## src/rtl/fw_pkg.sv

```systemverilog
package fw_pkg;

   localparam int unsigned WORD_W = 32;
   localparam int unsigned ID_W   = 4;

   localparam logic [3:0] TAG_OPEN  = 4'hA;
   localparam logic [3:0] TAG_CLOSE = 4'hD;
   localparam logic [3:0] TAG_HDR   = 4'h1;

   typedef enum logic [1:0] {
      PH_HUNT  = 2'd0,
      PH_BODY  = 2'd1,
      PH_PATCH = 2'd2
   } phase_t;

   function automatic logic [WORD_W-1:0] build_header(input logic [ID_W-1:0] id,
                                                      input logic            empty);
      logic [WORD_W-1:0] h;
      h        = '0;
      h[31:28] = TAG_HDR;
      h[19:16] = id;
      h[8]     = empty;
      return h;
   endfunction

endpackage

```

## src/rtl/fw_addr_table.sv

```systemverilog
module fw_addr_table #(
   parameter int unsigned ADDR_W = 11,
   parameter int unsigned TBL_AW = 4
) (
   input  logic              clk,
   input  logic              rst_n,
   input  logic              push,
   input  logic [ADDR_W-1:0] push_addr,
   input  logic              release_i,
   output logic [ADDR_W-1:0] head_addr,
   output logic              full,
   output logic              empty
);
   localparam int unsigned DEPTH = 1 << TBL_AW;
   localparam int unsigned PTR_W = TBL_AW + 1;

   logic [PTR_W-1:0]  wp_q, rp_q;
   logic [DEPTH-1:0]  wen;
   logic [ADDR_W-1:0] slot [DEPTH];

   // one write enable per entry, decoded from the write pointer
   for (genvar e = 0; e < DEPTH; e++) begin : g_dec
      assign wen[e] = push && (wp_q[TBL_AW-1:0] == TBL_AW'(e));
   end

   always_ff @(posedge clk) begin
      for (int e = 0; e < DEPTH; e++) begin
         if (wen[e]) slot[e] <= push_addr;
      end
   end

   always_ff @(posedge clk or negedge rst_n) begin
      if (!rst_n) begin
         wp_q <= '0;
         rp_q <= '0;
      end else begin
         if (push)      wp_q <= wp_q + PTR_W'(1);
         if (release_i) rp_q <= rp_q + PTR_W'(1);
      end
   end

   assign empty     = (wp_q == rp_q);
   assign full      = (wp_q[TBL_AW] != rp_q[TBL_AW]) &&
                      (wp_q[TBL_AW-1:0] == rp_q[TBL_AW-1:0]);
   assign head_addr = slot[rp_q[TBL_AW-1:0]];

endmodule

```

## src/rtl/fw_space.sv

```systemverilog
module fw_space #(
   parameter int unsigned ADDR_W = 11
) (
   input  logic [ADDR_W-1:0] wr_addr,
   input  logic [ADDR_W-1:0] oldest_start,
   input  logic              tbl_empty,
   output logic              room_open,
   output logic              room_word,
   output logic              no_room
);
   localparam int unsigned FREE_W = ADDR_W + 1;
   localparam logic [FREE_W-1:0] DEPTH = FREE_W'(1) << ADDR_W;

   logic [ADDR_W-1:0] gap;
   logic [FREE_W-1:0] free_n;

   // live region runs from the oldest start up to the write pointer
   assign gap       = oldest_start - wr_addr;
   assign free_n    = tbl_empty ? DEPTH : {1'b0, gap};
   assign room_open = (free_n >= FREE_W'(2));
   assign room_word = (free_n != '0);
   assign no_room   = (free_n == '0);

endmodule

```

## src/rtl/fw_event_counter.sv

```systemverilog
module fw_event_counter #(
   parameter int unsigned CW = 5
) (
   input  logic          clk,
   input  logic          rst_n,
   input  logic          inc,
   input  logic          dec_req,
   output logic          dec_ok,
   output logic [CW-1:0] count,
   output logic          present
);
   logic [CW-1:0] cnt_q;

   assign dec_ok = dec_req && (cnt_q != '0);

   always_ff @(posedge clk or negedge rst_n) begin
      if (!rst_n) begin
         cnt_q <= '0;
      end else begin
         unique case ({inc, dec_ok})
            2'b10:   cnt_q <= cnt_q + CW'(1);
            2'b01:   cnt_q <= cnt_q - CW'(1);
            default: cnt_q <= cnt_q;
         endcase
      end
   end

   assign count   = cnt_q;
   assign present = (cnt_q != '0);

endmodule

```

## src/rtl/fw_sequencer.sv

```systemverilog
module fw_sequencer
   import fw_pkg::*;
#(
   parameter int unsigned    ADDR_W  = 11,
   parameter logic [ID_W-1:0] CHAN_ID = '0
) (
   input  logic              clk,
   input  logic              rst_n,
   input  logic              fifo_valid,
   input  logic [WORD_W-1:0] fifo_data,
   input  logic              mem_grant,
   input  logic              tbl_full,
   input  logic              room_open,
   input  logic              room_word,
   output logic              fifo_pop,
   output logic              mem_we,
   output logic [ADDR_W-1:0] mem_addr,
   output logic [WORD_W-1:0] mem_wdata,
   output logic              tbl_push,
   output logic [ADDR_W-1:0] tbl_push_addr,
   output logic [ADDR_W-1:0] wr_addr,
   output logic              hdr_done,
   output logic              hunting,
   output logic              patching
);
   phase_t            ph_q;
   logic [ADDR_W-1:0] wr_q, start_q;
   logic              seen_q;
   logic              is_open, is_close;

   assign is_open  = (fifo_data[31:28] == TAG_OPEN);
   assign is_close = (fifo_data[31:28] == TAG_CLOSE);

   always_comb begin
      fifo_pop  = 1'b0;
      mem_we    = 1'b0;
      mem_addr  = wr_q;
      mem_wdata = fifo_data;
      tbl_push  = 1'b0;
      hdr_done  = 1'b0;
      unique case (ph_q)
         PH_HUNT: begin
            if (fifo_valid) begin
               if (!is_open) begin
                  fifo_pop = 1'b1;
               end else if (mem_grant && !tbl_full && room_open) begin
                  fifo_pop = 1'b1;
                  mem_we   = 1'b1;
                  mem_addr = wr_q + ADDR_W'(1);
                  tbl_push = 1'b1;
               end
            end
         end
         PH_BODY: begin
            if (fifo_valid && mem_grant && room_word) begin
               fifo_pop = 1'b1;
               mem_we   = 1'b1;
            end
         end
         PH_PATCH: begin
            if (mem_grant) begin
               mem_we    = 1'b1;
               mem_addr  = start_q;
               mem_wdata = build_header(CHAN_ID, !seen_q);
               hdr_done  = 1'b1;
            end
         end
         default: ;
      endcase
   end

   always_ff @(posedge clk or negedge rst_n) begin
      if (!rst_n) begin
         ph_q    <= PH_HUNT;
         wr_q    <= '0;
         start_q <= '0;
         seen_q  <= 1'b0;
      end else begin
         unique case (ph_q)
            PH_HUNT: begin
               if (tbl_push) begin
                  start_q <= wr_q;
                  wr_q    <= wr_q + ADDR_W'(2);
                  seen_q  <= 1'b0;
                  ph_q    <= PH_BODY;
               end
            end
            PH_BODY: begin
               if (fifo_pop) begin
                  wr_q <= wr_q + ADDR_W'(1);
                  if (is_close) ph_q   <= PH_PATCH;
                  else          seen_q <= 1'b1;
               end
            end
            PH_PATCH: begin
               if (hdr_done) ph_q <= PH_HUNT;
            end
            default: ph_q <= PH_HUNT;
         endcase
      end
   end

   assign tbl_push_addr = wr_q;
   assign wr_addr       = wr_q;
   assign hunting       = (ph_q == PH_HUNT);
   assign patching      = (ph_q == PH_PATCH);

endmodule

```

## src/rtl/frag_writer.sv

```systemverilog
module frag_writer
   import fw_pkg::*;
#(
   parameter int unsigned     BUF_AW  = 11,
   parameter int unsigned     LUT_AW  = 4,
   parameter logic [ID_W-1:0] CHAN_ID = '0
) (
   input  logic              clk,
   input  logic              rst_n,
   input  logic              fifo_valid,
   input  logic [31:0]       fifo_data,
   output logic              fifo_pop,
   input  logic              mem_grant,
   output logic              mem_we,
   output logic [BUF_AW-1:0] mem_addr,
   output logic [31:0]       mem_wdata,
   input  logic              rd_done,
   output logic              evt_present,
   output logic [LUT_AW:0]   evt_count,
   output logic [BUF_AW-1:0] lut_head,
   output logic              lut_full,
   output logic              buf_full
);
   localparam int unsigned CNT_W = LUT_AW + 1;

   if (BUF_AW < 2 || BUF_AW > 20) begin : g_bad_buf
      $error("frag_writer: BUF_AW out of range");
   end
   if (LUT_AW < 1 || LUT_AW > 8) begin : g_bad_lut
      $error("frag_writer: LUT_AW out of range");
   end
   if ((1 << LUT_AW) > (1 << (BUF_AW - 1))) begin : g_bad_ratio
      $error("frag_writer: table deeper than buffer can hold");
   end

   logic              tbl_push, tbl_full, tbl_empty;
   logic [BUF_AW-1:0] tbl_push_addr, wr_addr;
   logic              room_open, room_word;
   logic              hdr_done, cnt_dec_ok;
   logic              hunting, patching;

   fw_sequencer #(
      .ADDR_W  (BUF_AW),
      .CHAN_ID (CHAN_ID)
   ) u_seq (
      .clk           (clk),
      .rst_n         (rst_n),
      .fifo_valid    (fifo_valid),
      .fifo_data     (fifo_data),
      .mem_grant     (mem_grant),
      .tbl_full      (tbl_full),
      .room_open     (room_open),
      .room_word     (room_word),
      .fifo_pop      (fifo_pop),
      .mem_we        (mem_we),
      .mem_addr      (mem_addr),
      .mem_wdata     (mem_wdata),
      .tbl_push      (tbl_push),
      .tbl_push_addr (tbl_push_addr),
      .wr_addr       (wr_addr),
      .hdr_done      (hdr_done),
      .hunting       (hunting),
      .patching      (patching)
   );

   fw_addr_table #(
      .ADDR_W (BUF_AW),
      .TBL_AW (LUT_AW)
   ) u_tbl (
      .clk       (clk),
      .rst_n     (rst_n),
      .push      (tbl_push),
      .push_addr (tbl_push_addr),
      .release_i (cnt_dec_ok),
      .head_addr (lut_head),
      .full      (tbl_full),
      .empty     (tbl_empty)
   );

   fw_space #(
      .ADDR_W (BUF_AW)
   ) u_space (
      .wr_addr      (wr_addr),
      .oldest_start (lut_head),
      .tbl_empty    (tbl_empty),
      .room_open    (room_open),
      .room_word    (room_word),
      .no_room      (buf_full)
   );

   fw_event_counter #(
      .CW (CNT_W)
   ) u_cnt (
      .clk     (clk),
      .rst_n   (rst_n),
      .inc     (hdr_done),
      .dec_req (rd_done),
      .dec_ok  (cnt_dec_ok),
      .count   (evt_count),
      .present (evt_present)
   );

   assign lut_full = tbl_full;

endmodule

```

## config.mk

```make
export PLATFORM = sky130hd
export DESIGN_NAME = frag_writer
export DESIGN_NICKNAME = d
export VERILOG_FILES = /design/src/rtl/fw_pkg.sv /design/src/rtl/fw_addr_table.sv /design/src/rtl/fw_space.sv /design/src/rtl/fw_event_counter.sv /design/src/rtl/fw_sequencer.sv /design/src/rtl/frag_writer.sv
export SDC_FILE = /design/constraint.sdc
export NUM_CORES = 1
export LEC_CHECK = 0
export ABC_AREA = 1
export ABC_CLOCK_PERIOD_IN_PS = 4400
export BUFFER_PORTS_ARGS = -buffer_cell sky130_fd_sc_hd__buf_4
export CORE_UTILIZATION = 32
export DETAILED_ROUTE_END_ITERATION = 6
export SYNTH_ARGS = -nofsm -noshare
export SYNTH_HDL_FRONTEND = slang
export SYNTH_SLANG_ARGS = --single-unit
```

## constraint.sdc

```tcl
create_clock -name clk -period 4.4 [get_ports clk]
set_input_delay 0.44 -clock clk [delete_from_list [all_inputs] [get_ports clk]]
set_output_delay 0.44 -clock clk [all_outputs]
set_load 0.05 [all_outputs]
```

### Word-level counts from Yosys, hierarchy flattened

Memories as Yosys holds them, arrays and structs flattened.
Index checks and enable logic that the tools add are counted.

* memory bits (writable): 176
* input port bits: 37
* output and inout port bits: 64
* register bits: 40
* bits in latches: 0
* word-level logic and storage cells: 204
* ROM bits: 0
* memories: 1

* add/subtract/negate cells: 7
* bitwise logic cells: 0
* equal/unequal tests: 29
* order comparisons: 1
* multiplexer cells: 109
* divide/modulo/power cells: 0
* shifts and indexed selects: 0
* $mul: 0
* reductions and logical operators: 50

Memories
* u_tbl.slot: depth 16, bits a word 11, read ports 1, clocked after memory_dff 0, write ports 1, line fw_addr_table.sv:19 `logic [ADDR_W-1:0] slot [DEPTH];`

Operator list (count)
* $mux 11: 21
* $reduce_or 11->1: 15
* $mux 32: 2
* $mux 4: 15
* $mux 1: 59
* $pmux 11 s2: 2
* $eq 4x4->1 const B: 10
* $logic_and 1x1->1: 22
* $eq 4x3->1 const B: 4
* $add 5x1->5 const B: 3
* $ge 12x2->1 const B: 1
* $logic_not 12->1: 1
* $mux 12: 1
* $reduce_bool 12->1: 1
* $add 11x1->11 const B: 1
* $add 11x2->11 const B: 1
* $sub 11x11->11: 1
* $pmux 5 s2: 1
* $eq 4x2->1 const B: 2
* $mux 2: 4
* $reduce_and 4->1: 2
* $ne 2x1->1 const B: 3
* $pmux 2 s3: 1
* $eq 5x5->1: 1
* other kinds (16): 22

### Depth between registers and ports, before layout

Gate-level depths: netlist of the first run.

* word-level depth: 28
* gate-level depth with buffers: 29
* depth with buffers taken out: 28

### Hierarchy

From an unflattened synthesis of the first run, not the netlist that was laid out.

* cells, all modules: 1373
* area, all modules: 11606.1 sq um

By module, submodules not included
* fw_addr_table: seq. area each 5535.3 sq um, cells an instance 825, area each 8265.4 sq um, instances 1
* fw_sequencer: seq. area each 625.6 sq um, cells an instance 363, area each 2210.9 sq um, instances 1
* fw_space: seq. area each 0.0 sq um, cells an instance 130, area each 744.5 sq um, instances 1
* fw_event_counter: seq. area each 125.1 sq um, cells an instance 55, area each 385.4 sq um, instances 1

### Worst setup path after synthesis of the first run

Ideal clock, no wire load.

* path type: register to output
* from: register u_tbl.rp_q[0]
* to: output port mem_addr[1]
* path buffers: 3
* required time: 3960 ps
* cell stages (with the launch flop): 22
* setup slack: -368 ps
* data arrival time: 4328 ps
* cell sequence: dfrtp_1 inv_2 buf_2 clkbuf_1 buf_1 nor2_1 o22ai_1 nand2_1 nand3_1 ha_1 a21oi_1 o21a_1 nand2_1 nand3_1 nand2_1 xnor2_1 nand3_2 nand4_2 nand2_1 nand2_1 nand2_1 a21oi_1

* longest elaborated chain between the ends: 9
* elaborated cells between the ends (all ways): 14
* those cells by class: 1 x add/sub; 1 x order compare; 2 x eq/ne; 5 x mux; 4 x reduce/logical; 1 x memory

Ends and longest elaborated chain
* start: declaration: line fw_addr_table.sv:17 `logic [PTR_W-1:0] wp_q, rp_q;`
* start signal: assignment: line fw_addr_table.sv:38 `if (release_i) rp_q <= rp_q + PTR_W'(1);`
* $mem_v2 16x11
* named net lut_head[4]: line frag_writer.sv:20 `output logic [BUF_AW-1:0] lut_head,`
* $sub 11x11->11: line fw_space.sv:18 `assign gap = oldest_start - wr_addr;`
* $mux 12: line fw_space.sv:19 `assign free_n = tbl_empty ? DEPTH : {1'b0, gap};`
* $ge 12x2->1: line fw_space.sv:20 `assign room_open = (free_n >= FREE_W'(2));`
* $logic_and 1x1->1: line fw_sequencer.sv:46 `end else if (mem_grant && !tbl_full && room_open) begin`
* $mux 11: line fw_sequencer.sv:46
* $mux 11: line fw_sequencer.sv:44 `if (!is_open) begin`
* $mux 11: line fw_sequencer.sv:43 `if (fifo_valid) begin`
* $pmux 11 s2: line fw_sequencer.sv:41 `unique case (ph_q)`
* end: declaration: line frag_writer.sv:15 `output logic [BUF_AW-1:0] mem_addr,`

The timed path passes the listed nets, and every way through them passes these cells.

### Worst setup path after layout of the first run

* from: register u_tbl.rp_q[0]
* to: output port mem_addr[10]

* longest elaborated chain between the ends: 9
* elaborated cells between the ends (all ways): 14
* those cells by class: 1 x add/sub; 1 x order compare; 2 x eq/ne; 5 x mux; 4 x reduce/logical; 1 x memory

Ends and longest elaborated chain (line)
* $mem_v2 16x11 or $eq 4x4->1 (tied branches)
* $sub 11x11->11 or $logic_and 1x1->1 (tied branches): fw_space.sv:18, fw_addr_table.sv:43
* $mux 12 or $logic_not 1->1 (tied branches): fw_space.sv:19, fw_sequencer.sv:46
* $ge 12x2->1 or $logic_and 1x1->1 (tied branches): fw_space.sv:20, fw_sequencer.sv:46
* $logic_and 1x1->1 (*): fw_sequencer.sv:46
* $mux 11 (*): fw_sequencer.sv:46
* $mux 11 (*): fw_sequencer.sv:44
* $mux 11 (*): fw_sequencer.sv:43
* $pmux 11 s2 (*): fw_sequencer.sv:41

Every way passes the cells marked *; elsewhere a longest branch is shown, timed or not.

==> results.md, run 1 <==
- Status: complete, but fails checks
- Failing checks: negative setup slack
- PwrDens: 736 nW/um^2
- DR iter-0 viols: 631
- Area grow syn2layout: 32.4%
- CP Class: register to output port
- Initial core utilization: 0.327
- Simple-gate share of the synthesized area: 0.175
- Max Buffers Root-to-Sink: 3
- Share of cells above drive strength 1: 0.257
- Final setup margin: -0.246 ns
- Total routing usage reported by global routing: 0.176
- Via Count: ~8400
- Port-buffer cells: 100
- Post-synth ARST share: 0.185
- Netlist cell types: 40
- Hold Crit Start: rd_done
- Count of state elements after synthesis: 216
- H-tree Lvls: 1
- Hold crit path type: input port to register
- Final Hold Fails: 0
- CP startpoint kind: register
- WL/cell: between 15 and 20 um
- Layout Cells excl Fill: around 1700
- Mean post-synth cell area: between 9 and 10 sq um
- ANT cells: 0
- Row cnt: 65
- Primary FF master, synth: edfxtp_1
- Dpl cells: 1612
- Die area: 33200 sq um
- Mapped Nets: 1122
- I/O pin cnt: 101
- CP max stage delay: 0.42 ns
- Post-synthesis sequential area ratio: 0.604
- Commonest cells in the synthesized netlist: 220 x nand2_1, 176 x edfxtp_1, 135 x nor2_1, 107 x inv_1, 101 x o21ai_0
- Relative slew margins: 0.383
- Fmax: roughly 220 MHz
- Final Skew: 0.0169 ns
- Worst skew pair latency: 0.51 ns
- Crit path max fanout: 7
- Remaining Overflow, GRT: 0
- Clk root buf: clkbuf_16
- Tot Pwr: 10100 uW
- Crit. Startpoint: u_tbl.rp_q[0]
- Setup Total Neg Slack: -2.39 ns
- Count leader, synth: nand2_1
- Clock Sink Count: 216
- Clock-pin slew on the worst setup and hold paths: 0.06 ns
- Tmin final: between 4 and 5 ns
- Core Region: 31800 sq um
- Synth Warn #: 0
- Max-slew violations: 0
- Synth Area in Compound Gates: 0.109
- Final WL: 29.3 mm
- Top cell type's share of synthesized area: 0.508
- Period Utilization, post-route: 1.06
- Worst EP required: 3.96 ns
- DRC: 0
- CP endpoint kind: output port
- First-pass GRT wire length: 45.4 mm
- Max cap viols: 0
- Via-to-Cell Ratio: 4.98
- Setup repair after global routing missed its margin: yes
- P_leak: between 0.005 and 0.006 uW
- Initial antenna violation count: 0
- Post-DP HPWL: ~19 mm
- CTS buffer count: 23
- Combinational family with the most area after synthesis: simple AND/OR/NAND/NOR gates
- Worst r2r src: u_tbl.rp_q[0]
- Mux cell area share after synthesis: 0
- DRT Pass-1 Iters: 5
- TritonCTS clock tree: yes
- Height of the die: 182 um
- Maximum VDD drop: 0.390 mV
- Slowest cell on crit path: dfrtp_2
- Leading area contributor after synthesis: edfxtp_1
- Mapped cell area: 10400 sq um
- Top cells by area, synth: edfxtp_1 51%, dfrtp_1 9.6%, nand2_1 7.9%, nor2_1 4.9%, o21ai_0 4.9%
- Post-synth EDFFs: 176
- Die X: 182 um
- Routability congestion estimate: 0.847
- Adder-cell share of the synthesized area: 0.0303
- Hold Slack: 0.320 ns
- Pin count of the biggest net entering global routing: 49
- CP most frequent cell: nor2_1
- Nets: 1289
- Cells after synthesis: 1061
- Worst Max-Slew Pin Slew: 0.918 ns
- Final ANT Viol Nets: 0
- Setup violations, final: 13
- Arr. time, crit path: 4.21 ns
- Xor/xnor share of the synthesized area: 0.0202
- Vias in the first global route: 8062
[worst max-delay path, delay by kind of cell (launching register included)]
family | cells | cell delay [ns]
AO/OA/AOI/OAI | 4 | 0.60
flip-flops | 1 | 0.42
buffers and inverters | 7 | 0.69
adder cells (fa/ha/maj) | 2 | 0.57
AND/OR/NAND/NOR | 12 | 1.41
[cell type report]
cell class / count / area (sq um)
fillers: 2949 / 18000
flip-flops and latches: 216 / 6290
multi-input cells: 684 / 3940
repair buffers: 189 / 1800
clock buffers: 33 / 633
well taps: 435 / 544
inverters: 114 / 438
clock inverters: 9 / 124
[kinds of logic after synthesis]
kind of cell    count (synthesis)
fa+ha+maj                      24
flops                         216
simple gates                  440
compound gates                196
buf+inv                       161
xor+xnor                       24
[layer usage]
| metal | GRT usage | routed length, um | vias to the layer above |
|---|---|---|---|
| met5 | 0 | 0 | - |
| met3 | 0.0279 | 1600 | 40 |
| met2 | 0.288 | 13800 | 284 |
| li1 | - | - | 3952 |
| met4 | 0.0444 | 464 | 0 |
| met1 | 0.243 | 13400 | 4092 |
[final timing paths]
kind,to,slack (ns),cells after the start
setup / recovery,mem_addr[10],-0.25,25
max in group asynchronous,u_tbl.rp_q[0],3.52,2
setup reg to reg,u_seq.tbl_push_addr[9],0.28,24
min in group asynchronous,u_seq.start_q[2],0.46,2
hold reg to reg,u_tbl.wp_q[4],0.49,1
hold / removal,u_tbl.rp_q[0],0.32,3
[repair_timing]
item | in CTS | in global routing
endpoints found under the setup margin | 14 | 27
pin swaps | 27 | 40
hold endpoints to repair | 40 | 0
hold buffers | 1 | 0
gates resized for setup | 60 | 72
gates cloned | 5 | 0
setup buffers | 13 | 9
[through the flow]
stage | utilization | worst slack (ns) | area, sq um
2_1_floorplan | - | -0.303 | 10400
3_3_place_gp | 0.385 | 0.106 | 12200
3_5_place_dp | 0.385 | -0.00189 | 12200
4_1_cts | 0.425 | -0.284 | 13500
5_1_grt | 0.433 | -0.489 | 13800
6_report | 0.433 | -0.246 | 13800
[report_power, final]
group | total, uW | internal (uW) | switching [uW] | leakage (uW)
combinational | 5620 | 2070 | 3540 | 0.00319
clock | 1950 | 1180 | 777 | 0.000365
sequential | 2570 | 2470 | 99.2 | 0.00198
[layout by cell type (no fill, tap or decap), types with 15 or more instances in the layout]
cell type,instances
xor2_1,17
o22ai_1,21
buf_12,17
edfxtp_1,176
o21ai_0,78
clkbuf_16,23
nand2_2,16
o21ai_1,35
nand3_2,15
nand3_1,29
o221ai_1,15
nand2_1,203
buf_4,150
inv_1,103
dfrtp_1,39
nor2_1,128
[registers in the layout, summed over array words and instances (netlist names)]
| register | flops |
|---|---|
| u_cnt.count | 5 |
| u_seq.ph_q | 2 |
| u_seq.seen_q | 1 |
| u_seq.start_q | 11 |
| u_seq.tbl_push_addr | 11 |
| u_tbl.rp_q | 5 |
| u_tbl.slot | 176 |
| u_tbl.wp_q | 5 |
No activity file was read; power rests on OpenSTA's default activity.
==> inputs of run 2 (changes only) <==
--- a/config.mk
+++ b/config.mk
@@ -8,6 +8,7 @@
 export ABC_AREA = 1
 export ABC_CLOCK_PERIOD_IN_PS = 4400
 export BUFFER_PORTS_ARGS = -buffer_cell sky130_fd_sc_hd__buf_4
+export CORE_ASPECT_RATIO = 1.4
 export CORE_UTILIZATION = 32
 export DETAILED_ROUTE_END_ITERATION = 6
 export SYNTH_ARGS = -nofsm -noshare
==> run 2 against run 1 <==
The flow still finishes with violations (negative setup slack). Critical path type unchanged. Largest power group unchanged. Non-clock buffer count unchanged. Design area decreased by 1.5%. Hold slack improved by 0.045 ns. Sequential power about the same. Via count grew 0.12%. Critical endpoint is now mem_addr[3]. Critical path depth is 1 lower. Die area about the same. Fmax fell by 2.8%. Clock power decreased by 4%.
==> results.md, run 2 (same netlist as run 1, synthesis figures left out) <==
- Initial core utilization: 0.327 (about the same)
- Routability congestion estimate: 0.853 (+0.70%)
- Internal reg-to-reg setup slack: -0.21 ns (-0.49 ns)
- Die X: 154 um (-15%)
- Via Count: 8378 (+0.12%)
- Fmax: 209 MHz (-2.8%)
- Port-buffer cells: 100 (unchanged)
- Die area: 33300 sq um (about the same)
- Final Skew: 0.0143 ns (-0.00263 ns)
- Worst EP required: 3.96 ns (about the same)
- CP endpoint kind: output port
- Internal: 5480 uW (-4.2%)
- Maximum VDD drop: 0.356 mV (-8.7%)
- Worst Max-Slew Pin Slew: 0.848 ns (-0.0703 ns)
- Pin count of the biggest net entering global routing: 41 (-16%)
- Failing checks: negative setup slack
- CP Class: register to output port
- P_leak: 0.00553 uW (about the same)
- TritonCTS clock tree: yes
- Crit path max fanout: 6 (-1)
- Post-DP HPWL: 20.0 mm (+5.6%)
- First-pass GRT wire length: 45.6 mm (+0.35%)
- DRT Pass-1 Iters: 5 (unchanged)
- Row cnt: 77 (+18%)
- Height of the die: 215 um (+18%)
- Core Region: 31800 sq um (about the same)
- Slowest cell on crit path: dfrtp_2
- Hold Crit Start: rd_done
- PwrDens: 720 nW/um^2 (-2.1%)
- WHS Endpoint: u_tbl.rp_q[0]
- Via-to-Cell Ratio: 5.12 (+2.9%)
- Crit-path cells: buf_12 -> buf_16 -> o21ai_2 -> o22ai_2 -> o211ai_1 -> nand3_2 -> fa_2 -> nand2_1 -> inv_2 -> nand2_2 -> nand2_2 -> nand2_2 -> nand2_2 -> xor2_2 -> nor3_2 -> nand3_2 -> nand4_4 -> buf_6 -> nor2_1 -> nand2_1 -> nand2_1 -> nand2_1 -> nand2_2 -> buf_8
- Tmin final: 4.78 ns (+0.136 ns)
- Initial antenna violation count: 0 (unchanged)
- CP max stage delay: 0.50 ns (+0.08 ns)
- Worst skew pair latency: 0.51 ns (about the same)
- Clock-pin slew on the worst setup and hold paths: 0.06 ns (about the same)
- Max-slew violations: 0 (unchanged)
- Max reg flops: 176 (unchanged)
- Largest Register: u_tbl.slot
- CP startpoint kind: register
- Worst r2r src: u_tbl.rp_q[0]
- Setup Total Neg Slack: -29.71 ns (-27.32 ns)
- Area grow syn2layout: 30.4%
- Vias in the first global route: 8230 (+2.1%)
- Arr. time, crit path: 4.34 ns (+0.13 ns)
- Most frequent cells in the layout: 206 x nand2_1, 176 x edfxtp_1, 149 x buf_4, 130 x nor2_1, 105 x inv_1
- Power share of the combinational group: 0.545 (-0.009)
- Final WL: 29.8 mm (+1.9%)
- Power share of the clock group: 0.191 (-0.002)
- Remaining Overflow, GRT: 0 (unchanged)
- Number of cells on the critical path: 24 (-4.0%)
- Relative slew margins: 0.430 (+0.0472)
- Most common cell after layout, fill and taps aside: nand2_1
- Max cap viols: 0 (unchanged)
- Nets: 1287 (-0.16%)
- Switch share: 0.439 (+0.00346)
- ANT cells: 0 (unchanged)
- Worst reg-to-reg path cell count: 26 (+8.3%)
- Period Utilization, post-route: 1.09 (+0.0310)
- Setup repair after global routing missed its margin: yes
- Reg power frac: 0.264 (+0.011)
- DRC: 0 (unchanged)
- Final ANT Viol Nets: 0 (unchanged)
- Status: complete, but fails checks
- Psw: 4290 uW (-2.8%)
- WL/cell: 18.2 um (+4.7%)
- Clk root buf: clkbuf_16
- CP most frequent cell: nand2_2
- Setup violations, final: 192 (+179)
- Hold crit path type: input port to register
- Share of cells above drive strength 1: 0.245 (-0.0119)
- Hold Crit Depth: 3 (unchanged)
- DR iter-0 viols: 618 (-2.1%)
- Final setup margin: -0.382 ns (-0.136 ns)
- Clock Sink Count: 216 (unchanged)
- I/O pin cnt: 101 (unchanged)
- Max Buffers Root-to-Sink: 3 (unchanged)
- Fin util: 0.427 (-0.00641)
- Final Hold Fails: 0 (unchanged)
- CTS buffer count: 21 (-8.7%)
- RR Endpoint: u_tbl.slot[10][10]
- H-tree Lvls: 1 (unchanged)
- Total routing usage reported by global routing: 0.179 (+0.00287)
- Top cell family by delay on the critical path: simple AND/OR/NAND/NOR gates
- Worst path bufs/invs: 5 (-2)
[run 2: per-stage QoR]
stage	cells	area [sq um]	worst slack [ns]	power, uW	hold WS, ns
3_3_place_gp	1574	12100	0.0263	7150	0.463
2_1_floorplan	1061	10400	-0.303	5630	0.144
3_5_place_dp	1574	12100	-0.0225	7200	0.463
5_1_grt	1635	13600	-0.545	10300	0.373
4_1_cts	1628	13400	-0.302	9710	0.355
6_report	1635	13600	-0.382	9780	0.364
[run 2: worst max-delay path by stage]
stage | slack (ns) | endpoint | from
floorplan | -0.30 | u_tbl.slot[5][0] | u_tbl.rp_q[0]
global placement | 0.03 | u_tbl.slot[10][1] | u_tbl.rp_q[0]
detailed placement | -0.02 | u_tbl.slot[11][3] | u_tbl.rp_q[0]
CTS | -0.30 | mem_addr[3] | u_tbl.rp_q[0]
global route | -0.55 | mem_addr[3] | u_tbl.rp_q[0]
finish | -0.38 | mem_addr[3] | u_tbl.rp_q[0]
[run 2: layer usage]
layer | up-vias | global-route usage | routed length, um
met5 | - | 0 | 0
met4 | 0 | 0.102 | 1510
met3 | 58 | 0.0191 | 1540
met2 | 316 | 0.318 | 15300
met1 | 4044 | 0.208 | 11500
li1 | 3960 | - | -
[run 2: worst reg2reg max path, cell delays in order, from the launching register on]
cell      delay (ns)
dfrtp_2         0.50
buf_12          0.16
buf_16          0.13
o21ai_2         0.12
o22ai_2         0.11
o211ai_1        0.47
nand3_2         0.22
fa_2            0.41
nand2_1         0.09
inv_2           0.04
nand2_2         0.07
nand2_2         0.07
nand2_2         0.07
nand2_2         0.07
nand2_1         0.06
nand2_1         0.06
nand3_1         0.09
nand2_1         0.08
nand3_2         0.12
buf_4           0.14
nand4_4         0.14
buf_4           0.23
buf_6           0.11
buf_4           0.16
buf_12          0.16
nor3_1          0.16
buf_4           0.27
[run 2: timing repair]
action,4_1_cts,5_1_grt
hold endpoints to repair,40,0
hold buffers,1,0
buffers inserted,13,4
gates resized for setup,97,43
pin swaps,36,3
setup endpoints to repair,33,201
cloned,3,3
[run 2: cell type report]
type | instances | area, sq um
repair buffers | 189 | 1740
clock inverters | 11 | 148
inverters | 114 | 438
clock buffers | 26 | 544
well taps | 395 | 494
fillers | 3041 | 18200
multi-input cells | 684 | 3920
flip-flops and latches | 216 | 6290
[run 2: power groups by stage]
stage          Sequential (uW)  Combinational (uW)  Clock [uW]
4_1_cts                   2580                5240        1890
6_report                  2580                5330        1870
3_3_place_gp              2600                4550           0
3_5_place_dp              2610                4600           0
2_1_floorplan             2760                2870           0
5_1_grt                   2600                5760        1970
==> inputs of run 3 (changes only) <==
--- a/config.mk
+++ b/config.mk
@@ -7,10 +7,10 @@
 export LEC_CHECK = 0
 export ABC_AREA = 1
 export ABC_CLOCK_PERIOD_IN_PS = 4400
-export BUFFER_PORTS_ARGS = -buffer_cell sky130_fd_sc_hd__buf_4
 export CORE_ASPECT_RATIO = 1.4
 export CORE_UTILIZATION = 32
 export DETAILED_ROUTE_END_ITERATION = 6
+export DONT_BUFFER_PORTS = 1
 export SYNTH_ARGS = -nofsm -noshare
 export SYNTH_HDL_FRONTEND = slang
 export SYNTH_SLANG_ARGS = --single-unit
==> run 3 against run 2 <==
The flow still finishes with violations (negative setup slack). Hold slack got worse by 0.16 ns. Fmax increased by 2.1%. Wire length increased by 0.32%. Power increased by 6.1%. Design area decreased by 0.89%. Via count decreased by 1.5%. Clock skew decreased by 0.0038 ns. Sequential cell count unchanged. Clock power about the same. Global-route usage increased by 0.13 points.
==> results.md, run 3 (same netlist as run 1, synthesis figures left out) <==
- Status: complete, but fails checks
- Failing checks: negative setup slack
- Hold crit path type: input port to register
- Busiest layer in global routing: met2
- Remaining Overflow, GRT: 0 (unchanged)
- Switch share: 0.436 (-0.00304)
- Nets: 1232 (-4.3%)
- P_leak: 0.00532 uW (-3.8%)
- DRT Pass-1 Iters: 5 (unchanged)
- Max reg flops: 176 (unchanged)
- Initial antenna violation count: 0 (unchanged)
- Fillcell total: 2963 (-2.6%)
- Setup repair after global routing missed its margin: yes
- Via Count: 8250 (-1.5%)
- Worst skew pair latency: 0.51 ns (about the same)
- Worst EP required: 3.96 ns (about the same)
- Share of cells above drive strength 1: 0.230 (-0.0150)
- GR Util met3: 0.0209 (+0.00181)
- Total routing usage reported by global routing: 0.180 (+0.00126)
- ANT cells: 0 (unchanged)
- Dpl cells: 1502 (-4.6%)
- Relative slew margins: 0.354 (-0.0760)
- Layout Cells excl Fill: 1581 (-3.3%)
- Initial core utilization: 0.327 (unchanged)
- H-tree Lvls: 1 (unchanged)
- Reg power frac: 0.256 (-0.008)
- TritonCTS clock tree: yes
- Max Buffers Root-to-Sink: 3 (unchanged)
- Internal: 5850 uW (+6.7%)
- DP Area: 11800 sq um (-2.5%)
- Fin util: 0.423 (-0.00382)
- Post-DP HPWL: 19.6 mm (-2.3%)
- Fmax: 214 MHz (+2.1%)
- I/O pin cnt: 101 (unchanged)
- Clock Sink Count: 216 (unchanged)
- PwrDens: 772 nW/um^2 (+7.1%)
- Met1 GRT Util: 0.197 (-0.0113)
- Final WL: 29.9 mm (+0.32%)
- Final ANT Viol Nets: 0 (unchanged)
- GR Util met2: 0.332 (+0.0136)
- CP endpoint kind: output port
- Setup violations, final: 14 (-93%)
- CP Class: register to output port
- Max-slew violations: 0 (unchanged)
- Clock-pin slew on the worst setup and hold paths: 0.06 ns (about the same)
- Area grow syn2layout: 29.2%
- Power share of the combinational group: 0.563 (+0.018)
- Core Region: 31800 sq um (unchanged)
- DR iter-0 viols: 576 (-6.8%)
- CP startpoint kind: register
- DRC: 0 (unchanged)
- Pin count of the biggest net entering global routing: 41 (unchanged)
- Height of the die: 215 um (unchanged)
- Most common cell after layout, fill and taps aside: nand2_1
- Final Hold Fails: 0 (unchanged)
- WL/cell: 18.9 um (+3.7%)
- Routability congestion estimate: 0.886 (+3.8%)
- Clk root buf: clkbuf_16
- Period Utilization, post-route: 1.06 (-0.0224)
- Final setup margin: -0.284 ns (+0.0985 ns)
- Power share of the clock group: 0.181 (-0.010)
- Psw: 4520 uW (+5.4%)
- Worst Max-Slew Pin Slew: 0.961 ns (+0.113 ns)
- Vias in the first global route: 8266 (+0.44%)
- Most frequent cells in the layout: 200 x nand2_1, 176 x edfxtp_1, 126 x nor2_1, 104 x inv_1, 89 x buf_4
- Post-route cell area: 13400 sq um (-0.89%)
- Die area: 33300 sq um (unchanged)
- Final Skew: 0.0105 ns (-0.00382 ns)
- Maximum VDD drop: 0.372 mV (+4.5%)
- Die X: 154 um (unchanged)
- Tmin final: 4.68 ns (-0.0985 ns)
- CTS buffer count: 21 (unchanged)
- Max cap viols: 0 (unchanged)
- Via-to-Cell Ratio: 5.22 (+1.8%)
- Arr. time, crit path: 4.24 ns (-0.10 ns)
- Row cnt: 77 (unchanged)
- Largest Register: u_tbl.slot
- First-pass GRT wire length: 45.9 mm (+0.77%)
- Crit path max fanout: 8 (+2)
- Port-buffer cells: 0 (-100%)
## run 3: cell types whose count changed in the layout (fill, tap and decap cells not counted), moves of 7 or more
cell     delta
buf_12     +18
o21ai_1    +11
nor3_2      +9
buf_6      -13
nor3_4      -7
o21ai_0    -11
buf_4      -60
## run 3: path summary, 6_finish.rpt
| path | endpoint | depth (start not counted) | slack [ns] | from |
|---|---|---|---|---|
| worst min-delay path | u_tbl.rp_q[0] | 2 | 0.20 | rd_done |
| worst max register to register | u_tbl.slot[5][8] | 24 | 0.28 | u_tbl.rp_q[0] |
| max in group asynchronous | u_tbl.rp_q[0] | 2 | 3.74 | rst_n |
| worst min register to register | u_tbl.wp_q[4] | 1 | 0.50 | u_tbl.wp_q[4] |
| worst max-delay path | mem_addr[7] | 25 | -0.28 | u_tbl.rp_q[0] |
| min in group asynchronous | u_seq.tbl_push_addr[8] | 2 | 0.45 | rst_n |
## run 3: through the flow
| step | hold slack (ns) | worst slack, ns | power [uW] | TNS, ns |
|---|---|---|---|---|
| 6_report | 0.204 | -0.284 | 10400 | -3.30 |
| 5_1_grt | 0.206 | -0.528 | 10900 | -6.31 |
| 4_1_cts | 0.189 | -0.170 | 9990 | -1.60 |
| 3_5_place_dp | 0.146 | 0.0864 | 7290 | 0 |
| 3_3_place_gp | 0.146 | 0.194 | 7250 | 0 |
| 2_1_floorplan | 0.144 | -0.303 | 5630 | -26.71 |
## run 3: routing by layer
layer  part of all wire  vias to the layer above
met5                  0                        -
met4              0.058                        0
met3              0.046                       94
met2               0.53                      318
met1               0.37                     3988
li1                   -                     3850
## run 3: final cells by class
cell class              count  area (sq um)  share of cell area
well taps                 395           494              0.0368
clock buffers              28           572              0.0425
repair buffers            134          1550               0.115
clock inverters            10           136              0.0101
multi-input cells         684          3970               0.295
flip-flops and latches    216          6290               0.468
inverters                 114           438              0.0326
## run 3: critical path, stage by stage, from the launching register on
cell and delay, ns:
dfrtp_2 0.53, inv_8 0.08, buf_12 0.15, o21ai_2 0.11
o22ai_1 0.07, a22o_1 0.25, a31oi_4 0.20, ha_4 0.17
inv_4 0.04, fa_2 0.41, nand2_2 0.10, inv_2 0.05
nand2_2 0.07, nand3b_1 0.08, nand2_1 0.06, nand2_1 0.05
inv_1 0.05, nand4_1 0.11, nor3_2 0.26, nand3_4 0.14
nand4_4 0.13, nand2_4 0.08, nand2_8 0.14, nand2_4 0.06
a21oi_4 0.17, buf_12 0.15
## run 3: timing repair
action / 4_1_cts / 5_1_grt
buffers inserted: 26 / 8
hold buffers: 2 / 0
gates cloned: 5 / 0
setup endpoints to repair: 14 / 15
pin swaps: 15 / 35
endpoints found under the hold margin: 40 / 0
resized for setup: 68 / 68
## run 3: power groups by stage
| stage | logic (uW) | clock network (uW) | registers, uW |
|---|---|---|---|
| floorplan | 2870 | 0 | 2760 |
| detailed placement | 4610 | 0 | 2680 |
| global placement | 4570 | 0 | 2680 |
| global route | 6280 | 1970 | 2670 |
| finish | 5840 | 1880 | 2650 |
| CTS | 5430 | 1910 | 2650 |
